## src/rtl/lin_flag_pkg.sv

```systemverilog
package lin_flag_pkg;
  localparam int NUM_FLAGS   = 6;
  localparam int F_RX_DONE   = 0;
  localparam int F_TX_DONE   = 1;
  localparam int F_BUF_FULL  = 2;
  localparam int F_BUF_EMPTY = 3;
  localparam int F_WAKE      = 4;
  localparam int F_MSG_RDY   = 5;
  localparam int STAT_BUSY   = 6;
  localparam int STAT_PIN    = 7;

  typedef logic [NUM_FLAGS-1:0] flag_vec_t;
endpackage

```

## src/rtl/lin_pin_sync.sv

```systemverilog
module lin_pin_sync #(
  parameter int STAGES = 2
) (
  input  logic clk_i,
  input  logic rst_ni,
  input  logic pin_i,
  output logic level_o,
  output logic fall_o
);
  logic [STAGES-1:0] sync_q;
  logic              prev_q;

  // idle LIN bus is recessive high
  always_ff @(posedge clk_i or negedge rst_ni) begin
    if (!rst_ni) begin
      sync_q <= '1;
      prev_q <= 1'b1;
    end else begin
      sync_q <= {sync_q[STAGES-2:0], pin_i};
      prev_q <= sync_q[STAGES-1];
    end
  end

  assign level_o = sync_q[STAGES-1];
  assign fall_o  = prev_q & ~level_o;
endmodule

```

## src/rtl/lin_flag_qual.sv

```systemverilog
module lin_flag_qual
  import lin_flag_pkg::*;
#(
  parameter int DFL_W       = 4,
  parameter int EXT_DFL_MIN = 8
) (
  input  logic             ev_rx_done_i,
  input  logic             ev_tx_done_i,
  input  logic             ev_bit_err_i,
  input  logic             ev_frame_err_i,
  input  logic             ignore_bit_err_i,
  input  logic             ev_buf_full_i,
  input  logic             ev_buf_empty_i,
  input  logic [DFL_W-1:0] dfl_i,
  input  logic             ev_msg_ready_i,
  input  logic             slave_mode_i,
  input  logic             sleep_i,
  input  logic             master_idle_i,
  input  logic             pin_fall_i,
  output flag_vec_t        set_o
);
  logic long_frame;
  logic wake_armed;

  assign long_frame = (32'(dfl_i) >= EXT_DFL_MIN);
  assign wake_armed = slave_mode_i ? sleep_i : (sleep_i | master_idle_i);

  always_comb begin
    set_o              = '0;
    set_o[F_RX_DONE]   = ev_rx_done_i & ~ev_bit_err_i & ~ev_frame_err_i;
    set_o[F_TX_DONE]   = ev_tx_done_i & ~(ev_bit_err_i & ~ignore_bit_err_i);
    set_o[F_BUF_FULL]  = ev_buf_full_i & long_frame;
    set_o[F_BUF_EMPTY] = ev_buf_empty_i & long_frame;
    set_o[F_WAKE]      = pin_fall_i & wake_armed;
    set_o[F_MSG_RDY]   = ev_msg_ready_i;
  end
endmodule

```

## src/rtl/lin_flag_cell.sv

```systemverilog
module lin_flag_cell (
  input  logic clk_i,
  input  logic rst_ni,
  input  logic init_i,
  input  logic set_i,
  input  logic clr_i,
  output logic q_o
);
  // priority: init, then set, then software clear
  always_ff @(posedge clk_i or negedge rst_ni) begin
    if (!rst_ni)     q_o <= 1'b0;
    else if (init_i) q_o <= 1'b0;
    else if (set_i)  q_o <= 1'b1;
    else if (clr_i)  q_o <= 1'b0;
  end
endmodule

```

## src/rtl/lin_status_flags.sv

```systemverilog
module lin_status_flags
  import lin_flag_pkg::*;
#(
  parameter int SYNC_STAGES = 2,
  parameter int DFL_W       = 4,
  parameter int EXT_DFL_MIN = 8,
  parameter int ADDR_W      = 2,
  parameter int DATA_W      = 8
) (
  input  logic              clk_i,
  input  logic              rst_ni,
  input  logic              init_mode_i,
  input  logic              slave_mode_i,
  input  logic              sleep_i,
  input  logic              master_idle_i,
  input  logic              ev_rx_done_i,
  input  logic              ev_tx_done_i,
  input  logic              ev_bit_err_i,
  input  logic              ev_frame_err_i,
  input  logic              ignore_bit_err_i,
  input  logic              ev_buf_full_i,
  input  logic              ev_buf_empty_i,
  input  logic [DFL_W-1:0]  dfl_i,
  input  logic              ev_msg_ready_i,
  input  logic              rx_busy_i,
  input  logic              rx_pin_i,
  input  logic              reg_we_i,
  input  logic [ADDR_W-1:0] reg_addr_i,
  input  logic [DATA_W-1:0] reg_wdata_i,
  output logic [DATA_W-1:0] reg_rdata_o,
  output logic              irq_o,
  output logic              tx_resume_o
);
  localparam logic [ADDR_W-1:0] STAT_ADDR = ADDR_W'(0);
  localparam logic [ADDR_W-1:0] EN_ADDR   = ADDR_W'(1);

  flag_vec_t flag_q, flag_set, flag_clr, en_q;
  logic      pin_level, pin_fall;
  logic      stat_wr, en_wr;

  assign stat_wr = reg_we_i & (reg_addr_i == STAT_ADDR);
  assign en_wr   = reg_we_i & (reg_addr_i == EN_ADDR);

  lin_pin_sync #(.STAGES(SYNC_STAGES)) u_sync (
    .clk_i   (clk_i),
    .rst_ni  (rst_ni),
    .pin_i   (rx_pin_i),
    .level_o (pin_level),
    .fall_o  (pin_fall)
  );

  lin_flag_qual #(.DFL_W(DFL_W), .EXT_DFL_MIN(EXT_DFL_MIN)) u_qual (
    .ev_rx_done_i     (ev_rx_done_i),
    .ev_tx_done_i     (ev_tx_done_i),
    .ev_bit_err_i     (ev_bit_err_i),
    .ev_frame_err_i   (ev_frame_err_i),
    .ignore_bit_err_i (ignore_bit_err_i),
    .ev_buf_full_i    (ev_buf_full_i),
    .ev_buf_empty_i   (ev_buf_empty_i),
    .dfl_i            (dfl_i),
    .ev_msg_ready_i   (ev_msg_ready_i),
    .slave_mode_i     (slave_mode_i),
    .sleep_i          (sleep_i),
    .master_idle_i    (master_idle_i),
    .pin_fall_i       (pin_fall),
    .set_o            (flag_set)
  );

  assign flag_clr = stat_wr ? reg_wdata_i[NUM_FLAGS-1:0] : '0;

  for (genvar g = 0; g < NUM_FLAGS; g++) begin : g_flag
    lin_flag_cell u_cell (
      .clk_i  (clk_i),
      .rst_ni (rst_ni),
      .init_i (init_mode_i),
      .set_i  (flag_set[g]),
      .clr_i  (flag_clr[g]),
      .q_o    (flag_q[g])
    );
  end

  always_ff @(posedge clk_i or negedge rst_ni) begin
    if (!rst_ni) begin
      en_q        <= '0;
      irq_o       <= 1'b0;
      tx_resume_o <= 1'b0;
    end else begin
      if (en_wr) en_q <= reg_wdata_i[NUM_FLAGS-1:0];
      irq_o       <= |(flag_q & en_q);
      // frame engine may refill-continue once software drops buffer-empty
      tx_resume_o <= ~init_mode_i & flag_q[F_BUF_EMPTY] & flag_clr[F_BUF_EMPTY]
                     & ~flag_set[F_BUF_EMPTY];
    end
  end

  always_comb begin
    reg_rdata_o = '0;
    if (reg_addr_i == EN_ADDR) begin
      reg_rdata_o[NUM_FLAGS-1:0] = en_q;
    end else if (reg_addr_i == STAT_ADDR) begin
      reg_rdata_o[NUM_FLAGS-1:0] = flag_q;
      reg_rdata_o[STAT_BUSY]     = rx_busy_i;
      reg_rdata_o[STAT_PIN]      = pin_level;
    end
  end
endmodule

```

## config.mk

```make
export PLATFORM = sky130hd
export DESIGN_NAME = lin_status_flags
export DESIGN_NICKNAME = d
export VERILOG_FILES = /design/src/rtl/lin_flag_pkg.sv /design/src/rtl/lin_pin_sync.sv /design/src/rtl/lin_flag_qual.sv /design/src/rtl/lin_flag_cell.sv /design/src/rtl/lin_status_flags.sv
export SDC_FILE = /design/constraint.sdc
export NUM_CORES = 1
export LEC_CHECK = 0
export BUFFER_PORTS_ARGS = -buffer_cell sky130_fd_sc_hd__buf_2
export CAP_MARGIN = 0
export CORE_MARGIN = 4
export CORE_UTILIZATION = 44
export DETAILED_ROUTE_END_ITERATION = 10
export MAX_ROUTING_LAYER = met4
export PLACE_DENSITY = 0.85
export SLEW_MARGIN = 20
export SYNTH_ARGS = -nofsm -noshare
export SYNTH_HDL_FRONTEND = slang
export SYNTH_SLANG_ARGS = --single-unit
```

## constraint.sdc

```tcl
create_clock -name clk_i -period 1.2 [get_ports clk_i]
set_input_delay 0.18 -clock clk_i [delete_from_list [all_inputs] [get_ports clk_i]]
set_output_delay 0.18 -clock clk_i [all_outputs]
set_load 0.02 [all_outputs]
```

# [Yosys cells after proc, flatten, opt, wreduce, memory -nomap -nowiden]
# Cells that the tools add are included.
[totals] regBits=17 out_inout_bits=10 wordCells=66
[classes] n_lt_le_gt_ge=1 eq_ne=1 n_mux=23 bitwise_logic=22 reduce_logical=8
[op_table] operator="$mux 1" count=19
[op_table] operator="$reduce_bool 3->1" count=6
[op_table] operator="$and 1x1->1" count=13
[op_table] operator="$mux 6" count=2
[op_table] operator="$mux 8" count=1
[op_table] operator="$not 1->1" count=7
[op_table] operator="$and 6x6->6" count=1
[op_table] operator="$reduce_or 6->1" count=1
[op_table] operator="$ge 4x4->1 const B" count=1
[op_table] operator="$eq 2x1->1 const B" count=1
[op_table] operator="$logic_not 2->1" count=1
[op_table] operator="$mux 2" count=1
[op_table] operator="$or 1x1->1" count=1

# [Longest topological paths before layout]
# Gate-level depths: netlist of run 1.
[depth] word_depth=6 ltp_mapped=4 ltp_nobuf=3

# [Modules after synthesis]
# A second synthesis of run 1 with hierarchy kept.
[hier_totals] hier_cells=80 hier_area_um2=927.1
[by_module_without_submodules] module="lin_status_flags" instances=1 cells_each=44 area_each_um2=511.7 seq_area_each_um2=200.2
[by_module_without_submodules] module="lin_flag_cell" instances=6 cells_each=4 area_each_um2=43.8 seq_area_each_um2=25.0
[by_module_without_submodules] module="lin_pin_sync" instances=1 cells_each=4 area_each_um2=92.6 seq_area_each_um2=78.8
[by_module_without_submodules] module="lin_flag_qual" instances=1 cells_each=8 area_each_um2=60.1 seq_area_each_um2=0.0

# [Worst setup path after synthesis of run 1]
# No wires, ideal clock.
[synth_path] kind="flip-flop to output port" from="register u_sync.sync_q[1]" to="output port reg_rdata_o[7]" arrival_time_ps=734 t_required_ps=1020 path_slack_ps=286 path_stages_with_launch=2 path_cell_list="dfstp_2 -> and2_1"
[synth_via] elab_chain_len=2
[synth_lines] item="start, declared" line_no="lin_pin_sync.sv:10" source="logic [STAGES-1:0] sync_q;"
[synth_lines] item="start signal, assigned" line_no="lin_pin_sync.sv:19" source="sync_q <= {sync_q[STAGES-2:0], pin_i};"
[synth_lines] item="$mux 8" line_no="lin_status_flags.sv:100" source="end else if (reg_addr_i == STAT_ADDR) begin"
[synth_lines] item="$mux 2" line_no="lin_status_flags.sv:98" source="if (reg_addr_i == EN_ADDR) begin"
[synth_lines] item="end, declared" line_no="lin_status_flags.sv:30" source="output logic [DATA_W-1:0] reg_rdata_o,"
# Every way passes these cells.

# [Final worst setup path of run 1]
# Same ends and word-level chain as after synthesis.

==> results of run 1 <==
metal layers:
| layer | track usage [%] | share of wire [%] |
|---|---|---|
| met4 | 9.42 | 1.2 |
| met1 | 20.6 | 40 |
| met2 | 29.2 | 53 |
| met5 | - | 0 |
| met3 | 2.92 | 5.4 |
cell type report:
type | count | area [um2] | area share (%)
timing repair buffer | 56 | 344 | 28.6
inverter | 2 | 7.51 | 0.624
multi-input combinational | 54 | 364 | 30.3
sequential | 17 | 429 | 35.7
tap | 25 | 31.3 | 2.60
clock buffer | 4 | 26.3 | 2.19
state kept, by name (all words and copies together) (netlist names):
name,count
en_q,6
u_sync.sync_q,2
tx_resume_o,1
irq_o,1
g_flag.u_cell.q_o,6
u_sync.prev_q,1
what timing repair did:
action,4_1_cts,5_1_grt
setup endpoints to repair,7,7
gates cloned,0,0
hold buffers,2,0
endpoints found under the hold margin,15,0
gates resized for setup,3,0
buffers inserted,13,6
through the flow:
| stage | instances | setup TNS [ps] | setup WS [ps] | hold WS (ps) | utilization [%] |
|---|---|---|---|---|---|
| after global placement | 133 | 0 | 152 | 106 | 57.6 |
| after detailed placement | 133 | 0 | 118 | 116 | 57.6 |
| final | 158 | -47.5 | -38.9 | 142 | 68.9 |
| after floorplan | 75 | 0 | 286 | -116 | - |
| after global routing | 158 | -443 | -83.0 | 139 | 68.9 |
| after CTS | 152 | -115 | -54.5 | 121 | 66.3 |
cell families (layout without fill, tap and decap cells):
family	count (synthesis)	after routing
DFF	17	17
and+or+nand+nor	28	28
buffers and inverters	4	62
AOI/OAI and AO/OA	14	14
muxes	12	12
power by group:
part	internal [mW]	leakage (nW)	switching, mW
logic	0.225	0.415	0.181
clock network	0.129	0.0150	0.170
registers	0.641	0.207	0.0314
worst paths after layout:
path | endpoint | slack, ps | depth (start not counted)
worst min register to register | u_sync.sync_q[1] | 380 | 0
worst max-delay path | reg_rdata_o[7] | -40 | 2
min in group asynchronous | tx_resume_o | 330 | 2
max in group asynchronous | u_sync.sync_q[1] | 550 | 2
worst max register to register | irq_o | 140 | 4
worst min-delay path | g_flag[1].u_cell.q_o | 140 | 2
critical path, delay by kind of cell (launching register included):
| kind | cells | cell delay (ps) |
|---|---|---|
| buffers and inverters | 1 | 110 |
| and+or+nand+nor | 1 | 130 |
| DFF | 1 | 540 |
cell usage in the layout (no fill, tap or decap), types with 2 or more instances in the layout:
master         instances
nand3_1                2
buf_4                 19
dfstp_2                3
buf_2                 34
a22oi_1                3
mux2_2                 6
mux2i_1                6
dlygate4sd3_1          2
inv_1                  2
o21ai_0                6
nor2b_1                2
clkbuf_4               3
dfrtp_1               14
a21oi_1                5
nand2_1                7
nor2_1                 9
==> impl_results.md, run 1 <==
- Slowest cell on the critical path: dfstp_2
- Most common cell in the netlist: dfrtp_1
- Max-Cap Viols: 0
- Post-synth top area share: about 43%
- Post-synth cell types: 20
- Status: finished with violations
- Core Area: 1750 um2
- Vias per cell: 4.84
- Post-route DRC: 0
- Die ar.: 2620 um2
- CTS Sinks: 17
- Ports: 41
- Power per cell area: between 1000 and 1500 nW/um2
- Crit path arrival time: 1060 ps
- Die width: about 50 um
- Worst r2r src: en_q[1]
- Commonest cells post-synth: dfrtp_1 (14), nor2_1 (9), nand2_1 (7)
- Area after DPL: roughly 1000 um2
- Final instance area: around 1200 um2
- Share of cells above drive strength 1: around half
- Yosys reg bits: 17
- Final HPWL DP: 1.37 mm
- WL/cell: 13.0 um
- Synth Area in Compound Gates: 9.45%
- Port-buffer cells: 35
- CTS Buffer Depth: 2
- ANT cells: 0
- Hold WC Path Type: in -> reg
- Final Hold Viols: 0
- Slew @ Worst Pin: 372 ps
- Power Total: 1.38 mW
- Final WL: 2.05 mm
- ANT nets after route: 0
- Synth Flop Type: dfrtp_1
- Leak: 0.637 nW
- Final min period: 1240 ps
- Max Clk Rate: 807 MHz
- Critical-path cell list: and2_4, buf_6
- CTS buffer count: 3
- Clk_lat worst skew: 280 ps
- Synth area leaders: dfrtp_1 (43%), dfstp_2 (9.6%), mux2_2 (8.2%)
- Synth Instances: 75
- VDD IR-drop max: 0.722 mV
- H-tree depth: 1
- Initial antenna violation count: 0
- EDFF count, synth: 0
- Syn_nets: 106
- RSZ-0062 raised after global routing: true
- Nets: approximately 170
- Simple logic cell fraction of the synthesized area: 19.1%
- Setup crit start kind: flip-flop
- Final worst setup slack: -38.9 ps
- Via Count: 764
- Gr ovfl total: 0
- Initial Utilization: 47.0%
- Largest net degree at the start of global routing: 18
- Initial DRC Count: 10
- Fin crit share: 103%
- Vert. Die Dim: 51.2 um
- Synth async-reset ratio: 100%
- Row count: 15
- Worst path required time: 1020 ps
- Crit end category: output pin
- Final Max Slew Viols: 0
- Post-Synth Adder-Cell Area: 0%
- Setup CP Type: reg -> out
- Worst clock skew: ~3.5 ps
- Synth warn: 0
- CTS tree: built
- Clk slew on worst S/H paths: 90 ps
- Xor-xnor portion of the synthesized cell area: 0%
- Critical path launch point: u_sync.sync_q[1]
- First-pass GRT wire length: 3.30 mm
- Final count of negative-setup-slack endpoints: 3
- Root buffer cell: clkbuf_4
- Fillers: 141
- Vias in the first global route: 778
- Syn_area_per_cell: between 10 and 15 um2
- Violated checks: setup timing
- Hold_sp: init_mode_i
- Register area share after synthesis: 52.3%
- Rel. slew slack: between 70 and 80%
- Drt pass-1 iters: 4
- Routability congestion estimate: a little over 0.8
- Total GRT Usage: 17.7%
- Main combinational cell family by area after synthesis: simple AND/OR/NAND/NOR gates
- Slowest Stage Delay on Critical Path: 540 ps
- Synth area leader: dfrtp_1
- Layout area overhead: 46.5%
- Mux cell area share after synthesis: 15.5%
- Max FO, Critical Path: 2
- Mapped Area: 821 um2
(Power assumes the default switching activity.)
==> run 2: changes to the inputs <==
Settings changed: CORE_MARGIN 4 to 2, CORE_UTILIZATION 44 to 46, PLACE_DENSITY 0.85 to 0.86, SYNTH_HIERARCHICAL set to 1.
==> run 2 against run 1 <==
Net effect:
- the run still ends with setup timing left
- sequential share of layout area fell by 2.6 points
- cell count rose by 1.9%
- die area shrank 8.8%
- non-clock buffer count is 3 lower
- clock power barely moved
- synthesized cell count up 6.7%
- core utilization is 1.5 points lower
- critical path type unchanged
- critical endpoint is now reg_rdata_o[2]
- largest cell class is now multi-input combinational cells
- largest power group unchanged
==> impl_results.md, run 2 <==
- Met1 wire length: 812 um
- Power Total: 1.42 mW
- Highest metal layer with signal wires: met4
- Worst path required time: about 1000 ps
- RSZ-0062 raised after global routing: true
- WL met2: roughly 1.3 mm
- Power per cell area: around 1100 nW/um2
- Fillers: 157
- DP Worst Slack: 20.0 ps
- Largest net degree at the start of global routing: 18
- Final Hold Viols: 0
- Syn_area_per_cell: about 12 um2
- Largest regs: en_q x6, g_flag.u_cell/q_o x6, u_sync/sync_q x2
- Clk_lat worst skew: between 200 and 300 ps
- Worst clock skew: 3.88 ps
- Port-buffer cells: 35
- CTS buffer count: 3
- Synth area leaders: dfrtp_1 (38%), mux2_4 (9.7%), dfstp_2 (8.5%)
- Slew @ Worst Pin: 369 ps
- Placed cell count: 140
- Initial DRC Count: 14
- Max FO, Critical Path: 2
- Critical-path cell list: mux2i_1, nor2_1, buf_4
- Register area share after synthesis: 46.3%
- Share of cells above drive strength 1: 55.2%
- Initial antenna violation count: 0
- Clk slew on worst S/H paths: 100 ps
- Most common cell after layout, fill and taps aside: buf_2
- VDD IR-drop max: 0.670 mV
- Synth area leader: dfrtp_1
- Row count: 16
- Slowest Stage Delay on Critical Path: 400 ps
- Final WL: 2.14 mm
- First-pass GRT wire length: 3.54 mm
- Crit path arrival time: about 1100 ps
- Drt pass-1 iters: 4
- CTS tree: built
- WL/cell: 13.3 um
- Post-route DRC: 0
- Gr ovfl total: 0
- Layout area overhead: 39.7%
- Vias per cell: about 4.9
- Die width: between 40 and 50 um
- Vert. Die Dim: about 49 um
- Commonest cells after routing, fill and taps aside: buf_2 (30), buf_4 (20), dfrtp_1 (14)
- Rel. slew slack: 75.4%
- Synth async-reset ratio: 100%
- Slowest cell on the critical path: dfrtp_1
- Synth warn: 6
- Routability congestion estimate: 0.732
- Final min period: 1240 ps
- Final count of negative-setup-slack endpoints: 5
- Max Clk Rate: 809 MHz
- ANT nets after route: 0
- Core Util, Final: around two thirds
- Total GRT Usage: 20.0%
- Non-filler cells, final: 161
- Area after DPL: 1120 um2
- Final HPWL DP: approximately 1.5 mm
- Root buffer cell: clkbuf_4
- ANT cells: 0
- Max-Cap Viols: 0
- Most common cell in the netlist: dfrtp_1
- CTS Buffer Depth: 2
- Final instance area: 1290 um2
- Ports: 41
- Final worst setup slack: -35.5 ps
- Leak: 0.704 nW
- Status: finished with violations
- Setup crit start kind: flip-flop
- H-tree depth: 1
- EDFF count, synth: 0
- Post-synth cell types: 21
- Synth Flop Type: dfrtp_1
- Hold WC Path Type: in -> reg
- Violated checks: setup timing
- Via Count: 787
- Nets: 166
- Initial Utilization: between 40 and 50%
- Fin crit share: 103%
- Syn_nets: about 110
- Crit end category: output pin
- Final Max Slew Viols: 0
- Vias in the first global route: 759
- CTS Sinks: 17
- Detail Route met3 WL: 36 um
- Post-synth top area share: 37.8%
- Setup CP Type: reg -> out
- Commonest cells post-synth: dfrtp_1 (14), inv_1 (7)
- Core Area: 1920 um2
- Die ar.: 2390 um2
- Mapped Area: 927 um2
- Yosys reg bits: 17
- Synth Instances: 80
-- run 2: routing by layer --
metal / vias to the layer above / track usage [%]
met5: - / -
met4: 0 / 7.62
met3: 2 / 2.15
met2: 17 / 37.2
met1: 385 / 21.8
li1: 383 / -
-- run 2: layout make-up --
class	instances	area, um2	share of cell area, %
multi-input cells	53	448	34.6
clock buffers	4	26.3	2.03
flip-flops and latches	17	429	33.1
inverters	7	26.3	2.03
well taps	27	33.8	2.61
repair buffers	53	332	25.6
-- run 2: worst max-delay path: cells and delay by family, from the launching register on --
kind          cells  cell delay, ps
flops             1             400
buf+inv           1             150
mux               1             150
simple gates      1              70
-- run 2: logic make-up (layout without fill, tap and decap cells) --
family                 count (synthesis)  in the layout  share of synthesized area (%)
AOI/OAI and AO/OA                     11             11                           9.72
buffers and inverters                 10             64                           5.67
DFF                                   17             17                           46.3
muxes                                 12             12                           16.2
and+or+nand+nor                       30             30                           22.1
-- run 2: path summary, 6_finish.rpt --
path | startpoint | end | slack [ps] | cells after the start
max in group asynchronous | rst_ni | u_sync/prev_q | 540 | 2
min in group asynchronous | rst_ni | en_q[5] | 350 | 2
max | en_q[2] | reg_rdata_o[2] | -40 | 3
min reg2reg | u_sync/sync_q[0] | u_sync/sync_q[1] | 370 | 0
max reg2reg | en_q[2] | irq_o | 130 | 4
min | ev_msg_ready_i | g_flag[5].u_cell/q_o | 120 | 3
-- run 2: what timing repair did --
action                     CTS  global route
pin swaps                    0             4
hold endpoints to repair    15             0
gates resized for setup      3             4
setup endpoints to repair    7             8
hold buffers                 2             0
setup buffers               13             2
-- run 2: per-stage QoR --
step,TNS [ps],hold WS (ps)
2_1_floorplan,0,-116
3_3_place_gp,0,108
3_5_place_dp,0,111
4_1_cts,-55.2,114
5_1_grt,-627,113
6_report,-129,116
-- run 2: where the power goes --
part | total [mW] | leakage (nW) | switching, mW | internal [mW]
sequential | 0.672 | 0.207 | 0.0313 | 0.641
combinational | 0.446 | 0.482 | 0.195 | 0.252
clock | 0.298 | 0.0150 | 0.169 | 0.129
total | 1.42 | 0.704 | 0.395 | 1.02
